--- config.mk ---
export PLATFORM = sky130hd
export DESIGN_NAME = wbeat_driver
export DESIGN_NICKNAME = d
export VERILOG_FILES = /design/src/rtl/wbd_pkg.sv /design/src/rtl/wbd_beat_ctl.sv /design/src/rtl/wbd_lane_mux.sv /design/src/rtl/wbeat_driver.sv
export SDC_FILE = /design/constraint.sdc
export NUM_CORES = 1
export LEC_CHECK = 0
export BUFFER_PORTS_ARGS = -buffer_cell sky130_fd_sc_hd__buf_2
export CORE_MARGIN = 1
export CORE_UTILIZATION = 30
export CTS_CLUSTER_SIZE = 14
export DETAILED_ROUTE_END_ITERATION = 10
export PLACE_DENSITY = 0.62
export SLEW_MARGIN = 20
export SYNTH_ARGS = -nofsm -noshare
export SYNTH_HDL_FRONTEND = slang
export SYNTH_SLANG_ARGS = --single-unit
--- constraint.sdc ---
create_clock -name clk -period 1.7 [get_ports clk]
set_input_delay 0.255 -clock clk [delete_from_list [all_inputs] [get_ports clk]]
set_output_delay 0.255 -clock clk [all_outputs]
set_load 0.01 [all_outputs]
--- src/rtl/wbd_pkg.sv ---
package wbd_pkg;
   typedef enum logic [1:0] {
      ST_IDLE  = 2'd0,
      ST_ARMED = 2'd1,
      ST_DRIVE = 2'd2
   } wbd_state_e;
endpackage

--- src/rtl/wbd_beat_ctl.sv ---
module wbd_beat_ctl #(
   parameter int BEATS_MAX = 4,
   localparam int CNT_W = $clog2(BEATS_MAX)
) (
   input  logic             clk,
   input  logic             rst_n,
   input  logic             start,
   input  logic             burst,
   input  logic             bus_busy,
   input  logic             ta,
   output logic             drive,
   output logic             idle,
   output logic             done,
   output logic [CNT_W-1:0] beat
);
   import wbd_pkg::*;

   wbd_state_e       st;
   logic [CNT_W-1:0] last;

   if (BEATS_MAX < 2) begin : g_bad_beats
      $error("BEATS_MAX must be at least 2");
   end

   always_comb begin
      drive = (st == ST_DRIVE) || ((st == ST_ARMED) && bus_busy);
      idle  = (st == ST_IDLE);
   end

   always_ff @(posedge clk or negedge rst_n) begin
      if (!rst_n) begin
         st   <= ST_IDLE;
         beat <= '0;
         last <= '0;
         done <= 1'b0;
      end else begin
         done <= 1'b0;
         if (st == ST_IDLE) begin
            if (start) begin
               st   <= ST_ARMED;
               beat <= '0;
               last <= burst ? CNT_W'(BEATS_MAX - 1) : '0;
            end
         end else if (drive) begin
            if (ta) begin
               if (beat == last) begin
                  st   <= ST_IDLE;
                  done <= 1'b1;
               end else begin
                  beat <= beat + 1'b1;
                  st   <= ST_DRIVE;
               end
            end else begin
               st <= ST_DRIVE;
            end
         end
      end
   end
endmodule

--- src/rtl/wbd_lane_mux.sv ---
module wbd_lane_mux #(
   parameter int HALF_W     = 32,
   parameter int LANE_W     = 8,
   parameter int BEATS      = 4,
   parameter bit ZERO_UNSEL = 1'b1,
   localparam int WORD_W    = 2 * HALF_W,
   localparam int STORE_W   = WORD_W * BEATS,
   localparam int LANES     = WORD_W / LANE_W,
   localparam int LANES_H   = HALF_W / LANE_W,
   localparam int CNT_W     = $clog2(BEATS)
) (
   input  logic [STORE_W-1:0] store,
   input  logic [CNT_W-1:0]   beat,
   input  logic [LANES-1:0]   lane_en,
   output logic [HALF_W-1:0]  hi,
   output logic [HALF_W-1:0]  lo
);
   logic [STORE_W-1:0] shifted;
   logic [WORD_W-1:0]  word;

   always_comb begin
      shifted = store >> (WORD_W * int'(beat));
      word    = shifted[WORD_W-1:0];
   end

   for (genvar l = 0; l < LANES; l++) begin : g_lane
      localparam int SRC = WORD_W - 1 - l * LANE_W;
      localparam int DST = HALF_W - 1 - (l % LANES_H) * LANE_W;
      logic [LANE_W-1:0] byte_v;
      if (ZERO_UNSEL) begin : g_zero
         assign byte_v = lane_en[l] ? word[SRC -: LANE_W] : '0;
      end else begin : g_pass
         logic unused_en;
         assign unused_en = lane_en[l];
         assign byte_v    = word[SRC -: LANE_W];
      end
      if (l < LANES_H) begin : g_hi
         assign hi[DST -: LANE_W] = byte_v;
      end else begin : g_lo
         assign lo[DST -: LANE_W] = byte_v;
      end
   end
endmodule

--- src/rtl/wbeat_driver.sv ---
module wbeat_driver #(
   parameter int HALF_W      = 32,
   parameter int LANE_W      = 8,
   parameter int BURST_BEATS = 4,
   parameter bit ZERO_UNSEL  = 1'b1,
   localparam int WORD_W     = 2 * HALF_W,
   localparam int LANES      = WORD_W / LANE_W,
   localparam int LANES_H    = HALF_W / LANE_W,
   localparam int STORE_W    = WORD_W * BURST_BEATS,
   localparam int CNT_W      = $clog2(BURST_BEATS)
) (
   input  logic               clk,
   input  logic               rst_n,
   input  logic               req_valid,
   output logic               req_ready,
   input  logic               req_burst,
   input  logic               req_hionly,
   input  logic [LANES-1:0]   req_lanes,
   input  logic [STORE_W-1:0] req_data,
   input  logic               bus_busy,
   input  logic               xfer_ack,
   output logic [HALF_W-1:0]  dh_o,
   output logic               dh_oe,
   output logic [HALF_W-1:0]  dl_o,
   output logic               dl_oe,
   output logic               done_o
);
   if (HALF_W % LANE_W != 0) begin : g_bad_lane
      $error("HALF_W must be a multiple of LANE_W");
   end

   logic               accept;
   logic               drive;
   logic               idle;
   logic [CNT_W-1:0]   beat;
   logic [STORE_W-1:0] store_q;
   logic [LANES-1:0]   lane_en_q;
   logic               hi_any_q;
   logic               lo_any_q;
   logic               hionly_q;

   assign req_ready = idle;
   assign accept    = req_valid && idle;

   always_ff @(posedge clk or negedge rst_n) begin
      if (!rst_n) begin
         store_q   <= '0;
         lane_en_q <= '0;
         hi_any_q  <= 1'b0;
         lo_any_q  <= 1'b0;
         hionly_q  <= 1'b0;
      end else if (accept) begin
         store_q   <= req_data;
         lane_en_q <= req_lanes | {LANES{req_burst}};
         hi_any_q  <= req_burst || (|req_lanes[LANES_H-1:0]);
         lo_any_q  <= !req_hionly && (req_burst || (|req_lanes[LANES-1:LANES_H]));
         hionly_q  <= req_hionly;
      end
   end

   wbd_beat_ctl #(.BEATS_MAX(BURST_BEATS)) u_ctl (
      .clk      (clk),
      .rst_n    (rst_n),
      .start    (accept),
      .burst    (req_burst),
      .bus_busy (bus_busy),
      .ta       (xfer_ack),
      .drive    (drive),
      .idle     (idle),
      .done     (done_o),
      .beat     (beat)
   );

   wbd_lane_mux #(
      .HALF_W     (HALF_W),
      .LANE_W     (LANE_W),
      .BEATS      (BURST_BEATS),
      .ZERO_UNSEL (ZERO_UNSEL)
   ) u_mux (
      .store   (store_q),
      .beat    (beat),
      .lane_en (lane_en_q),
      .hi      (dh_o),
      .lo      (dl_o)
   );

   assign dh_oe = drive && hi_any_q;
   assign dl_oe = drive && lo_any_q;
endmodule

Word level (Yosys, flattened, before mapping)
Cells that the tools add are included.
- bits in registers: 273
- bits in latches: 0
- RAM bits: 0
- ROM bits: 0
- input port bits: 271
- output and inout port bits: 68
- word-level logic and storage cells: 56
- memories: 0
- add/sub/neg operators: 1
- multipliers: 0
- div/mod/pow operators: 0
- order comparisons: 0
- eq/ne operators: 5
- shifts and indexed selects: 1
- muxes and demuxes: 23
- bitwise operators: 1
- reduce and logical (&&, ||, !) cells: 17
- operators by type and width (kind ; number):
    $shr 256x8->64 ; 1
    $mux 8 ; 8
    $mux 2 ; 11
    $or 8x8->8 ; 1
    $reduce_or 4->1 ; 2
    $logic_and 1x1->1 ; 5
    $mux 1 ; 4
    $ne 2x2->1 const B ; 2
    $reduce_and 2->1 ; 2
    $reduce_and 4->1 ; 1
    $reduce_bool 2->1 ; 2
    $logic_or 1x1->1 ; 3
    $add 2x1->2 const B ; 1
    $eq 2x1->1 const B ; 1
    $eq 2x2->1 ; 1
    $eq 2x2->1 const B ; 1
    $logic_not 2->1 ; 1
    $logic_not 1->1 ; 1

Depth between registers and ports, before layout
- depth in word-level cells: 5
- depth in mapped cells: 7
- gate-level depth less buffers: 3

By module
From an unflattened synthesis, not the netlist that was laid out.
- cell total of the unflattened synthesis: 1394
- area total of the unflattened synthesis: 12445.7 um^2
- modules (own cells, without submodules) (module ; times used ; cells each ; area each (um^2) ; sequential area each (um^2)):
    wbeat_driver ; 1 ; 1126 ; 10030.9 ; 6656.4
    wbd_lane_mux ; 1 ; 231 ; 2040.7 ; 0.0
    wbd_beat_ctl ; 1 ; 37 ; 374.1 ; 150.1

Worst setup path after synthesis
OpenSTA, ideal clock, no wires.
- path type: register -> output
- start point: reg u_ctl.beat[0]
- end point: out dh_o[27]
- arrival: 1366 ps
- data required time: 1445 ps
- path slack: 79 ps
- stages on the path, launching flop included: 5
- buffers on the path: 2
- path through: dfrtp_1 buf_2 buf_2 mux4_2 and2_1
- longest elaborated chain between the ends: 2
- ends and longest elaborated chain (what ; line ; text):
    start: declaration ; wbd_beat_ctl.sv:14 ; output logic [CNT_W-1:0] beat
    start signal: assignment ; wbd_beat_ctl.sv:50 ; beat <= beat + 1'b1;
    $shr 256x8->64 ; wbd_lane_mux.sv:22 ; shifted = store >> (WORD_W * int'(beat));
    $mux 8 ; wbd_lane_mux.sv:31 ; assign byte_v = lane_en[l] ? word[SRC -: LANE_W] : '0;
    end: declaration ; wbeat_driver.sv:22 ; output logic [HALF_W-1:0] dh_o,
No other way between the ends.

Worst setup path in the final report
- start point: reg u_ctl.beat[0]
- end point: out dl_o[24]
- longest elaborated chain between the ends: 2
- ends and longest elaborated chain (what ; line ; text):
    $shr 256x8->64 ; wbd_lane_mux.sv:22 ;
    $mux 8 ; wbd_lane_mux.sv:31 ;
    end: declaration ; wbeat_driver.sv:24 ; output logic [HALF_W-1:0] dl_o,
No other way between the ends.

==> flow_summary.json <==
{
  "place_area_sq_um": 14700,
  "synthesis.nets": 1578,
  "fin_crit_ns": 2.39,
  "synthSimpleGateAreaFrac_pct": 27.9,
  "slew_headroom_pct": 65.8,
  "cts_buffers": 34,
  "ant_nets": 0,
  "pwr_density_cell_nw_per_um2": 1700,
  "yosys.area_share.xor_xnor_pct": 0,
  "routed_wirelength_mm": 43.7,
  "startpoint": "u_ctl.beat[0]",
  "worst_setup_path_end_kind": "output port",
  "setup_viol": 71,
  "core.rowCount": 74,
  "syn_area_sq_um": 12500,
  "hold_class": "primary input to register",
  "r2r_setup_slack_ns": -0.04,
  "irDropWorstVdd_mv": 1.04,
  "dp_cells": 2128,
  "num-nets-final": 2202,
  "critPathMaxStageDelay_ns": 0.52,
  "fill_cells": 3601,
  "die_x_microns": 206,
  "synthAdderAreaFrac_pct": 0,
  "p_sw_share_pct": 32.7,
  "path_buf_inv": 3,
  "path_clk_slew_ns": 0.06,
  "clockBufferDepth": 3,
  "drtIter0Drc": 794,
  "clockRootBuffer": "clkbuf_16",
  "crit_type": "register to output port",
  "grt_pass1_wl_mm": 61.3,
  "portBuffers": 338,
  "viasPerCell": 4.67,
  "cp_top_family": "multiplexers",
  "h-tree-depth": 2,
  "cp.arrival_ns": 2.14,
  "dp_hpwl_mm": 23.7,
  "slew_violations": 0,
  "grt_pass1_vias": 11845,
  "area_delta_synth_final_pct": 57.7,
  "syn_area_per_cell_sq_um": 9.55,
  "grtUsageTotal_pct": 18.5,
  "dr.pass1.iters": 5,
  "p_sw_uw": 10900,
  "finalNonFillerCells": 2491,
  "violations": "negative setup slack",
  "finalCritPeriodShare_pct": 141,
  "status": "finished, violations left",
  "rsz0062_at_grt": "yes",
  "grt-ovfl-total": 0,
  "synth.area.mux_share_pct": 11.7,
  "cp_cell_sequence": "buf_6 -> buf_16 -> mux4_2 -> and2_1 -> buf_2",
  "hp-start": "req_hionly",
  "crit_path_start_kind": "register",
  "synth_compound_area_share_pct": 0.792,
  "die_area_sq_um": 42400,
  "crit_required_ns": 1.44,
  "clockPowerShare_pct": 23.0,
  "yosysWarnings": 0,
  "start_util_pct": 30.5,
  "die_h_microns": 206,
  "final_hold_viol_count": 0,
  "cts_tree": "done",
  "seq_area_frac_synth_pct": 54.5,
  "layout-drive-gt1-share_pct": 29.7,
  "timing.rr.start": "u_ctl.beat[0]",
  "clock-sinks": 272,
  "final_cell_area_sq_um": 19700,
  "combPwrFrac_pct": 41.2,
  "synth_seq_cells": 272,
  "grt_max_degree": 77,
  "antenna_found_initial": 5,
  "crit_slowest_cell": "mux4_2",
  "io_pins": 339,
  "synth_cell_types": 30,
  "drc": 0,
  "p_int_uw": 22500,
  "core_area_sq_um": 40900,
  "clk-insertion-delay-late_ns": 0.53,
  "max_freq_mhz": 418,
  "syn_inst": 1307,
  "fin_skew_ns": 0.0134,
  "setup_slack_ns": -0.692,
  "maxCapViolations": 0,
  "crit_path_max_fanout": 7,
  "place_congestion": 0.831,
  "power_frac_seq_pct": 35.8,
  "wl_per_cell_microns": 17.5,
  "synth_top_family_by_area": "simple AND/OR/NAND/NOR gates",
  "p_leak_uw": 0.0101,
  "worst_pin_slew_ns": 0.512,
  "via_count": 11642
}
power groups by stage:
stage | logic (uW) | clock network [uW] | registers [uW]
final | 13800 | 7680 | 11900
after global routing | 15100 | 8170 | 12300
after CTS | 12000 | 7890 | 11800
after detailed placement | 10400 | 0 | 11900
after global placement | 10100 | 0 | 11800
after floorplan | 7670 | 0 | 11000
final cells by class:
type                            count  area [sq um]  share of cell area [%]
Antenna cell                        5          12.5                  0.0636
Clock buffer                       52          1050                    5.35
Timing Repair Buffer              665          5760                    29.3
Tap cell                          532           666                    3.38
Clock inverter                      7           144                   0.731
Inverter                            1          3.75                  0.0191
Multi-Input combinational cell    957          5220                    26.5
Sequential cell                   272          6820                    34.6
worst min-delay path: stages:
cell and delay, ns:
buf_2 0.08, a211oi_1 0.05, a21o_1 0.15
cells in the final DEF, fill, tap and decap left out, types with 5 or more instances in the layout:
| master | n |
|---|---|
| nand2_1 | 786 |
| buf_2 | 297 |
| dfrtp_1 | 268 |
| dlygate4sd3_1 | 264 |
| mux4_2 | 64 |
| clkbuf_16 | 54 |
| buf_6 | 51 |
| and2_4 | 49 |
| and2_1 | 18 |
| buf_12 | 15 |
| buf_4 | 11 |
| clkbuf_1 | 8 |
| buf_16 | 8 |
| clkbuf_8 | 7 |
| o21ai_0 | 6 |
| diode_2 | 5 |
sequential cells by signal, summed over array words and instances, names as in the netlist:
| register | count |
|---|---|
| hi_any_q | 1 |
| lane_en_q | 8 |
| lo_any_q | 1 |
| store_q | 256 |
| u_ctl.beat | 2 |
| u_ctl.done | 1 |
| u_ctl.last | 1 |
| u_ctl.st | 2 |
path summary, 6_finish.rpt:
| check | to | cells past startpoint |
|---|---|---|
| setup / recovery | dl_o[24] | 5 |
| hold / removal | lo_any_q | 3 |
| setup reg to reg | u_ctl.beat[1] | 5 |
| hold reg to reg | store_q[215] | 2 |
| max in group asynchronous | store_q[216] | 3 |
| min in group asynchronous | store_q[89] | 2 |
logic make-up (layout without fill, tap and decap cells):
family	count (synthesis)	in the layout
buffers and inverters	79	725
muxes	66	66
AOI/OAI and AO/OA	17	17
and+or+nand+nor	873	874
other	0	5
DFF	272	272
per-layer routing:
metal	GRT usage (%)	wire (microns)	vias up
li1	-	-	5389
met1	22.7	18000	5651
met2	31.1	21300	495
met3	3.50	2910	105
met4	8.82	1400	2
met5	0	13	-
what timing repair did:
action	CTS	global route
buffers inserted	7	6
hold buffers	264	0
setup endpoints to repair	67	294
gates resized for setup	53	75
gates cloned	2	21
pin swaps	6	6
endpoints found under the hold margin	535	0
synthesized netlist by cell type:
cell type	count	area, sq um
and2_1	67	419
or4b_1	1	10.0
and3b_1	1	8.76
nand3_1	1	5.00
clkbuf_1	7	26.3
a21oi_1	3	15.0
nand2_1	789	2960
or3b_1	1	8.76
buf_12	1	20.0
buf_8	1	15.0
o22ai_1	2	12.5
or3_1	1	6.26
buf_2	24	120
o2111ai_1	1	8.76
buf_6	29	327
buf_4	16	120
nor2b_1	3	18.8
a211oi_1	1	7.51
mux2i_1	2	20.0
mux4_2	64	1440
inv_1	1	3.75
or2_2	1	6.26
nor2_1	4	15.0
dfrtp_1	272	6810
nand4_1	1	6.26
nor3b_1	1	7.51
o21ai_0	6	30.0
a21o_1	2	15.0
o21ai_1	2	10.0
nor3_1	2	10.0
per-stage QoR:
stage	setup slack [ns]	power (uW)	hold WS, ns	TNS [ns]	utilization (%)
after floorplan	0.0790	18700	-0.0406	0	-
after global placement	-0.137	21900	0.108	-5.76	35.9
after detailed placement	-0.156	22300	0.110	-6.47	35.9
after CTS	-0.733	31700	0.00539	-45.38	46.0
after global routing	-0.753	35600	0.0386	-48.46	48.1
final	-0.692	33400	0.0496	-42.33	48.1
Power figures use the tool's default switching activity.
